--- config.mk ---
export PLATFORM = sky130hd
export DESIGN_NAME = fb_fetch_seq
export DESIGN_NICKNAME = d
export VERILOG_FILES = /design/src/rtl/fb_fetch_pkg.sv /design/src/rtl/fb_fetch_burst.sv /design/src/rtl/fb_fetch_region.sv /design/src/rtl/fb_fetch_seq.sv
export SDC_FILE = /design/constraint.sdc
export NUM_CORES = 1
export LEC_CHECK = 0
export CAP_MARGIN = 20
export CORE_MARGIN = 2
export CORE_UTILIZATION = 42
export CTS_BUF_LIST = sky130_fd_sc_hd__clkbuf_8
export CTS_CLUSTER_SIZE = 16
export DETAILED_ROUTE_END_ITERATION = 7
export PLACE_DENSITY = 0.69
export SLEW_MARGIN = 25
export SYNTH_ARGS = -nofsm -noshare
export SYNTH_HDL_FRONTEND = slang
export SYNTH_SLANG_ARGS = --single-unit
--- constraint.sdc ---
create_clock -name clk -period 9.3 [get_ports clk]
set_input_delay 0.93 -clock clk [delete_from_list [all_inputs] [get_ports clk]]
set_output_delay 0.93 -clock clk [all_outputs]
set_load 0.02 [all_outputs]
--- src/rtl/fb_fetch_pkg.sv ---
package fb_fetch_pkg;

    typedef enum logic [1:0] {
        ST_IDLE,
        ST_REQ,
        ST_DATA,
        ST_HOLD
    } fetch_st_e;

    typedef enum logic [1:0] {
        PH_PAL,
        PH_BUF0,
        PH_BUF1
    } fetch_ph_e;

    localparam logic [1:0] LM_PAL_DATA  = 2'd0;
    localparam logic [1:0] LM_PAL_ONLY  = 2'd1;
    localparam logic [1:0] LM_DATA_ONLY = 2'd2;
    localparam logic [1:0] LM_NONE      = 2'd3;

endpackage

--- src/rtl/fb_fetch_burst.sv ---
// Burst length for the current position: the coded burst size, clipped
// to the number of words left up to the inclusive last byte.
module fb_fetch_burst #(
    parameter int AW           = 32,
    parameter int WB_LG        = 2,
    parameter int MAX_BURST_LG = 4,
    parameter int LEN_W        = MAX_BURST_LG + 1
) (
    input  logic [2:0]       code_i,
    input  logic [AW-1:0]    addr_i,
    input  logic [AW-1:0]    ceil_i,
    output logic [LEN_W-1:0] len_o,
    output logic             code_ok_o
);
    logic [AW-1:0]    words_left;
    logic [LEN_W-1:0] burst_words;

    always_comb begin
        code_ok_o   = 32'(code_i) <= 32'(MAX_BURST_LG);
        burst_words = code_ok_o ? (LEN_W'(1) << code_i) : LEN_W'(1);
        words_left  = ((ceil_i - addr_i) >> WB_LG) + AW'(1);
        if (words_left < AW'(burst_words)) begin
            len_o = words_left[LEN_W-1:0];
        end else begin
            len_o = burst_words;
        end
    end
endmodule

--- src/rtl/fb_fetch_region.sv ---
// Start and inclusive last-byte address of the region a phase fetches.
module fb_fetch_region
    import fb_fetch_pkg::*;
#(
    parameter int AW              = 32,
    parameter int PAL_SMALL_BYTES = 32,
    parameter int PAL_LARGE_BYTES = 512
) (
    input  fetch_ph_e     ph_i,
    input  logic          pal_wide_i,
    input  logic [AW-1:0] pal_base_i,
    input  logic [AW-1:0] buf0_base_i,
    input  logic [AW-1:0] buf0_ceil_i,
    input  logic [AW-1:0] buf1_base_i,
    input  logic [AW-1:0] buf1_ceil_i,
    output logic [AW-1:0] base_o,
    output logic [AW-1:0] ceil_o
);
    localparam logic [AW-1:0] PAL_SMALL_SPAN = AW'(PAL_SMALL_BYTES - 1);
    localparam logic [AW-1:0] PAL_LARGE_SPAN = AW'(PAL_LARGE_BYTES - 1);

    always_comb begin
        unique case (ph_i)
            PH_PAL: begin
                base_o = pal_base_i;
                ceil_o = pal_base_i + (pal_wide_i ? PAL_LARGE_SPAN : PAL_SMALL_SPAN);
            end
            PH_BUF1: begin
                base_o = buf1_base_i;
                ceil_o = buf1_ceil_i;
            end
            default: begin
                base_o = buf0_base_i;
                ceil_o = buf0_ceil_i;
            end
        endcase
    end
endmodule

--- src/rtl/fb_fetch_seq.sv ---
// Burst fetch sequencer: palette phase, then one or two picture regions.
module fb_fetch_seq
    import fb_fetch_pkg::*;
#(
    parameter int AW              = 32,
    parameter int WORD_BYTES      = 4,
    parameter int MAX_BURST_LG    = 4,
    parameter int PAL_SMALL_BYTES = 32,
    parameter int PAL_LARGE_BYTES = 512
) (
    input  logic                  clk,
    input  logic                  rst_n,
    input  logic                  en_i,
    input  logic [1:0]            load_mode_i,
    input  logic                  dual_i,
    input  logic [2:0]            burst_code_i,
    input  logic                  pal_wide_i,
    input  logic [AW-1:0]         pal_base_i,
    input  logic [AW-1:0]         buf0_base_i,
    input  logic [AW-1:0]         buf0_ceil_i,
    input  logic [AW-1:0]         buf1_base_i,
    input  logic [AW-1:0]         buf1_ceil_i,
    output logic                  req_valid_o,
    output logic [AW-1:0]         req_addr_o,
    output logic [MAX_BURST_LG:0] req_len_o,
    input  logic                  req_ack_i,
    input  logic                  rd_valid_i,
    output logic                  pal_done_o,
    output logic                  frame0_done_o,
    output logic                  frame1_done_o
);
    localparam int WB_LG = $clog2(WORD_BYTES);
    localparam int LEN_W = MAX_BURST_LG + 1;

    typedef struct packed {
        fetch_st_e        st;
        fetch_ph_e        ph;
        logic [1:0]       mode;
        logic [AW-1:0]    addr;
        logic [AW-1:0]    ceil;
        logic [LEN_W-1:0] beats;
        logic             pal_done;
        logic             eof0;
        logic             eof1;
    } seq_t;

    seq_t             seq_d, seq_q;
    fetch_ph_e        launch_ph;
    logic [AW-1:0]    sel_base, sel_ceil;
    logic [LEN_W-1:0] burst_len;
    logic             code_ok;
    logic [AW-1:0]    step_bytes;
    logic             region_end;
    logic [AW-1:0]    region_ceil;

    fb_fetch_burst #(
        .AW(AW), .WB_LG(WB_LG), .MAX_BURST_LG(MAX_BURST_LG), .LEN_W(LEN_W)
    ) u_burst (
        .code_i   (burst_code_i),
        .addr_i   (seq_q.addr),
        .ceil_i   (seq_q.ceil),
        .len_o    (burst_len),
        .code_ok_o(code_ok)
    );

    fb_fetch_region #(
        .AW(AW), .PAL_SMALL_BYTES(PAL_SMALL_BYTES), .PAL_LARGE_BYTES(PAL_LARGE_BYTES)
    ) u_region (
        .ph_i       (launch_ph),
        .pal_wide_i (pal_wide_i),
        .pal_base_i (pal_base_i),
        .buf0_base_i(buf0_base_i),
        .buf0_ceil_i(buf0_ceil_i),
        .buf1_base_i(buf1_base_i),
        .buf1_ceil_i(buf1_ceil_i),
        .base_o     (sel_base),
        .ceil_o     (sel_ceil)
    );

    // Phase the next region start will use.
    always_comb begin
        if (seq_q.st == ST_IDLE) begin
            launch_ph = (load_mode_i == LM_DATA_ONLY) ? PH_BUF0 : PH_PAL;
        end else if (seq_q.ph == PH_BUF0 && dual_i) begin
            launch_ph = PH_BUF1;
        end else begin
            launch_ph = PH_BUF0;
        end
    end

    assign step_bytes  = AW'(burst_len) << WB_LG;
    assign region_end  = seq_q.addr > seq_q.ceil;
    assign region_ceil = seq_q.ceil;

    always_comb begin
        seq_d          = seq_q;
        seq_d.pal_done = 1'b0;
        seq_d.eof0     = 1'b0;
        seq_d.eof1     = 1'b0;
        unique case (seq_q.st)
            ST_IDLE: begin
                if (en_i && code_ok && load_mode_i != LM_NONE) begin
                    seq_d.mode = load_mode_i;
                    seq_d.ph   = launch_ph;
                    seq_d.addr = sel_base;
                    seq_d.ceil = sel_ceil;
                    seq_d.st   = ST_REQ;
                end
            end
            ST_REQ: begin
                if (req_ack_i) begin
                    seq_d.beats = burst_len;
                    seq_d.addr  = seq_q.addr + step_bytes;
                    seq_d.st    = ST_DATA;
                end else if (!en_i || !code_ok) begin
                    seq_d.st = ST_IDLE;
                end
            end
            ST_DATA: begin
                if (rd_valid_i) begin
                    seq_d.beats = seq_q.beats - LEN_W'(1);
                    if (seq_q.beats == LEN_W'(1)) begin
                        if (region_end) begin
                            seq_d.pal_done = (seq_q.ph == PH_PAL);
                            seq_d.eof0     = (seq_q.ph == PH_BUF0);
                            seq_d.eof1     = (seq_q.ph == PH_BUF1);
                            if (!en_i) begin
                                seq_d.st = ST_IDLE;
                            end else if (seq_q.ph == PH_PAL && seq_q.mode == LM_PAL_ONLY) begin
                                seq_d.st = ST_HOLD;
                            end else begin
                                seq_d.ph   = launch_ph;
                                seq_d.addr = sel_base;
                                seq_d.ceil = sel_ceil;
                                seq_d.st   = ST_REQ;
                            end
                        end else begin
                            seq_d.st = en_i ? ST_REQ : ST_IDLE;
                        end
                    end
                end
            end
            ST_HOLD: begin
                if (!en_i) seq_d.st = ST_IDLE;
            end
            default: seq_d.st = ST_IDLE;
        endcase
    end

    always_ff @(posedge clk or negedge rst_n) begin
        if (!rst_n) begin
            seq_q <= '0;
        end else begin
            seq_q <= seq_d;
        end
    end

    assign req_valid_o   = (seq_q.st == ST_REQ);
    assign req_addr_o    = seq_q.addr;
    assign req_len_o     = burst_len;
    assign pal_done_o    = seq_q.pal_done;
    assign frame0_done_o = seq_q.eof0;
    assign frame1_done_o = seq_q.eof1;
endmodule

==> impl_results.md <==
- FP Rows: 53
- CP max FO: 11
- Post-route DRC: 0
- First-pass GRT wire length: 46900 um
- CP bufs+invs: 1
- Layout cells sized above 1: 0.0446
- Critical path's most frequent cell: and3_1
- Vias post-DR: 9615
- Clock Tree Buf Depth: 2
- Core Area: 0.0209 mm^2
- Area contributors post-synth: dfrtp_1 (22%), ha_1 (7.9%), nand2_1 (6.2%)
- Mapped Nets: 1433
- # setup viols final: 0
- Total congestion overflow: 0
- Worst Setup EP: req_addr_o[31]
- Gp weighted congestion: 0.928
- Final Skew: 12.9 ps
- Initial antenna violation count: 0
- GRT Total Usage: 0.265
- Ys flop type: dfrtp_1
- Final hold slack: 482 ps
- LEAKAGE: 4.48 nW
- PwrDens: 427 mW/mm^2
- Clock sinks: 78
- Slowest cell on crit path: nor4b_2
- FMAX: 133 MHz
- R2R depth: 27
- Unique cell type count in the Yosys netlist: 83
- Flop2flop setup slack: 1770 ps
- Worst hold start: seq_q[73]
- Peak supply drop: 0.000182 V
- Drt initial violations: 783
- Seq cells post-synth: 78
- Crit-path leading delay family: simple AND/OR/NAND/NOR gates
- Die Ht: 149 um
- Vias in the first global route: 8868
- RR Startpoint: req_addr_o[8]
- Remaining antenna violation count after routing: 0
- Ant diodes: 0
- RR Endpoint: req_addr_o[31]
- Unrepaired setup endpoints after global routing: false
- Cell count along the critical path: 27
- Routed WL: 29700 um
- EDFF count, synth: 0
- # Post-CTS Setup Buffers: 0
- Status: finished clean
- Htree depth: 3
- CTS resizes: 0
- TritonCTS buffer count: 9
- Worst stage delay on the critical path: 620 ps
- Max-slew headroom: 0.352
- Min Tclk post-route: 7530 ps
- Post-DP Area: 0.0110 mm^2
- Tot Pwr: 0.00478 W
- Startpoint types: flop
- Post-synthesis sequential area ratio: 0.220
- Async S/R FF share, synth: 1.00
- Worst slew pin tran: 972 ps
- Worst EP arrival: 7780 ps
- Area Growth Syn to Fin: 26.2%
- DPL Wire Length: 23900 um
- Share of the synthesized area in the top cell type: 0.220
- Syn Std Cell Area: 0.00887 mm^2
- Skew-Pair Late Insertion Delay: 390 ps
- IO Port Bufs: 212
- Final Hold Fails: 0
- Fin nets: 1570
- Area leader, netlist: dfrtp_1
- Setup TNS: 0 ps
- Synth warnings: 0
- Hold_buf cts: 0
- Die width: 149 um
- Crit. End Element: flop
- Finished Cell Area: 0.0112 mm^2
- I/O pins: 213
- CTS root buf: clkbuf_8
- Die area: 0.0223 mm^2
- Initial Util: 0.424
- Mapped Cells: 1204
- Pin count of the biggest net entering global routing: 79
- Drt first pass iters: 5
- CP startpoint: req_addr_o[8]
- Tcrit/Tclk final: 0.810
- Kind of critical path: flop to flop
- Max-cap violation count: 0
- Req. time, crit path: 9550 ps
- Via-to-Cell Ratio: 5.93
- Worst min path class: flop to flop
- Final Max Slew Viols: 0
- Clock-pin slew on the worst setup and hold paths: 90 ps
- CTS tree: done
- Synth Area per Inst: 7.36 um^2
- Average wire per standard cell: 18.3 um
[worst min-delay path, cell delays in order (launching register included)]
cell and delay, ps:
dfrtp_1 350, nand2_1 40, o21ai_0 60
[worst min path at each step]
stage | to | slack (ps) | depth (start not counted)
after floorplan | seq_q[73] | 440 | 2
after global placement | seq_q[73] | 460 | 2
after detailed placement | seq_q[73] | 470 | 2
after CTS | seq_q[73] | 490 | 2
after global routing | seq_q[73] | 510 | 2
final | seq_q[73] | 480 | 2
[synthesized netlist by cell type, types with 11 or more instances]
cell and n:
a21o_1 15, a21oi_1 102, a221oi_1 30, a22oi_1 24, a31oi_1 23, and3_1 19
buf_4 33, clkbuf_1 51, dfrtp_1 78, ha_1 56, inv_1 61, nand2_1 146
nand3_1 32, nand4_1 15, nor2_1 96, nor3_1 32, nor4_1 11, o21a_1 12
o21ai_0 107, o31ai_1 23, xnor2_1 32, xor2_1 25
[cells in the final DEF (no fill, tap or decap), types with 6 or more instances in the layout]
cell               n
o32a_1             6
o21a_1            12
o31ai_1           23
and3_1            19
nand3_1           32
or3_1             10
a21o_1            15
a22oi_1           24
mux2_2             7
clkbuf_8           9
inv_1             61
nand4_1           15
nor3_1            32
a31oi_1           22
and4_1             8
ha_1              56
buf_4             10
a21oi_1          102
a211oi_1          10
xor2_1            25
a41oi_1            6
o211ai_1           8
a22o_1             8
a221oi_1          30
nor2b_1            8
clkdlybuf4s50_1  211
nor4_1            11
nand2_1          146
dfrtp_1           78
o21ai_1            8
xnor2_1           32
o21ai_0          106
nor2_1            95
[report_power, final]
| group | total (W) | internal, W | switching [W] | leakage, nW |
|---|---|---|---|---|
| sequential | 0.000635 | 0.000480 | 0.000154 | 1.03 |
| combinational | 0.00385 | 0.00148 | 0.00237 | 3.35 |
| clock | 0.000294 | 0.000152 | 0.000143 | 0.106 |
[registers in the layout (all words and copies together) (netlist names)]
| name | cells |
|---|---|
| frame1_done_o | 1 |
| seq_q | 11 |
| frame0_done_o | 1 |
| req_addr_o | 32 |
| pal_done_o | 1 |
| region_ceil | 32 |
[kinds of logic after synthesis]
family / count (synthesis) / synth area share
flops: 78 / 0.220
xor+xnor: 58 / 0.0588
buf+inv: 157 / 0.0816
simple gates: 420 / 0.236
mux: 13 / 0.0158
compound gates: 421 / 0.306
fa+ha+maj: 57 / 0.0813
[metrics by stage]
step	util	instances	worst slack [ps]
CTS	0.535	1621	1840
global route	0.536	1621	1150
global placement	0.525	1605	1720
floorplan	-	1204	2780
detailed placement	0.525	1605	1500
finish	0.536	1621	1770
[per-layer routing]
layer | global-route usage | vias to the layer above | share of wire
met4 | 0.0710 | 0 | 0.018
met5 | 0 | - | 0
met2 | 0.397 | 379 | 0.44
met3 | 0.0349 | 35 | 0.072
li1 | - | 4696 | -
met1 | 0.400 | 4505 | 0.47
[final cells by class]
class                   instances  area [um^2]
well taps                     275          344
inverters                      61          229
flip-flops and latches         78         1950
repair buffers                222         2200
fillers                      2073         9700
clock buffers                   9          124
clock inverters                 7         97.6
multi-input cells             969         6240
(Power assumes the default switching activity.)
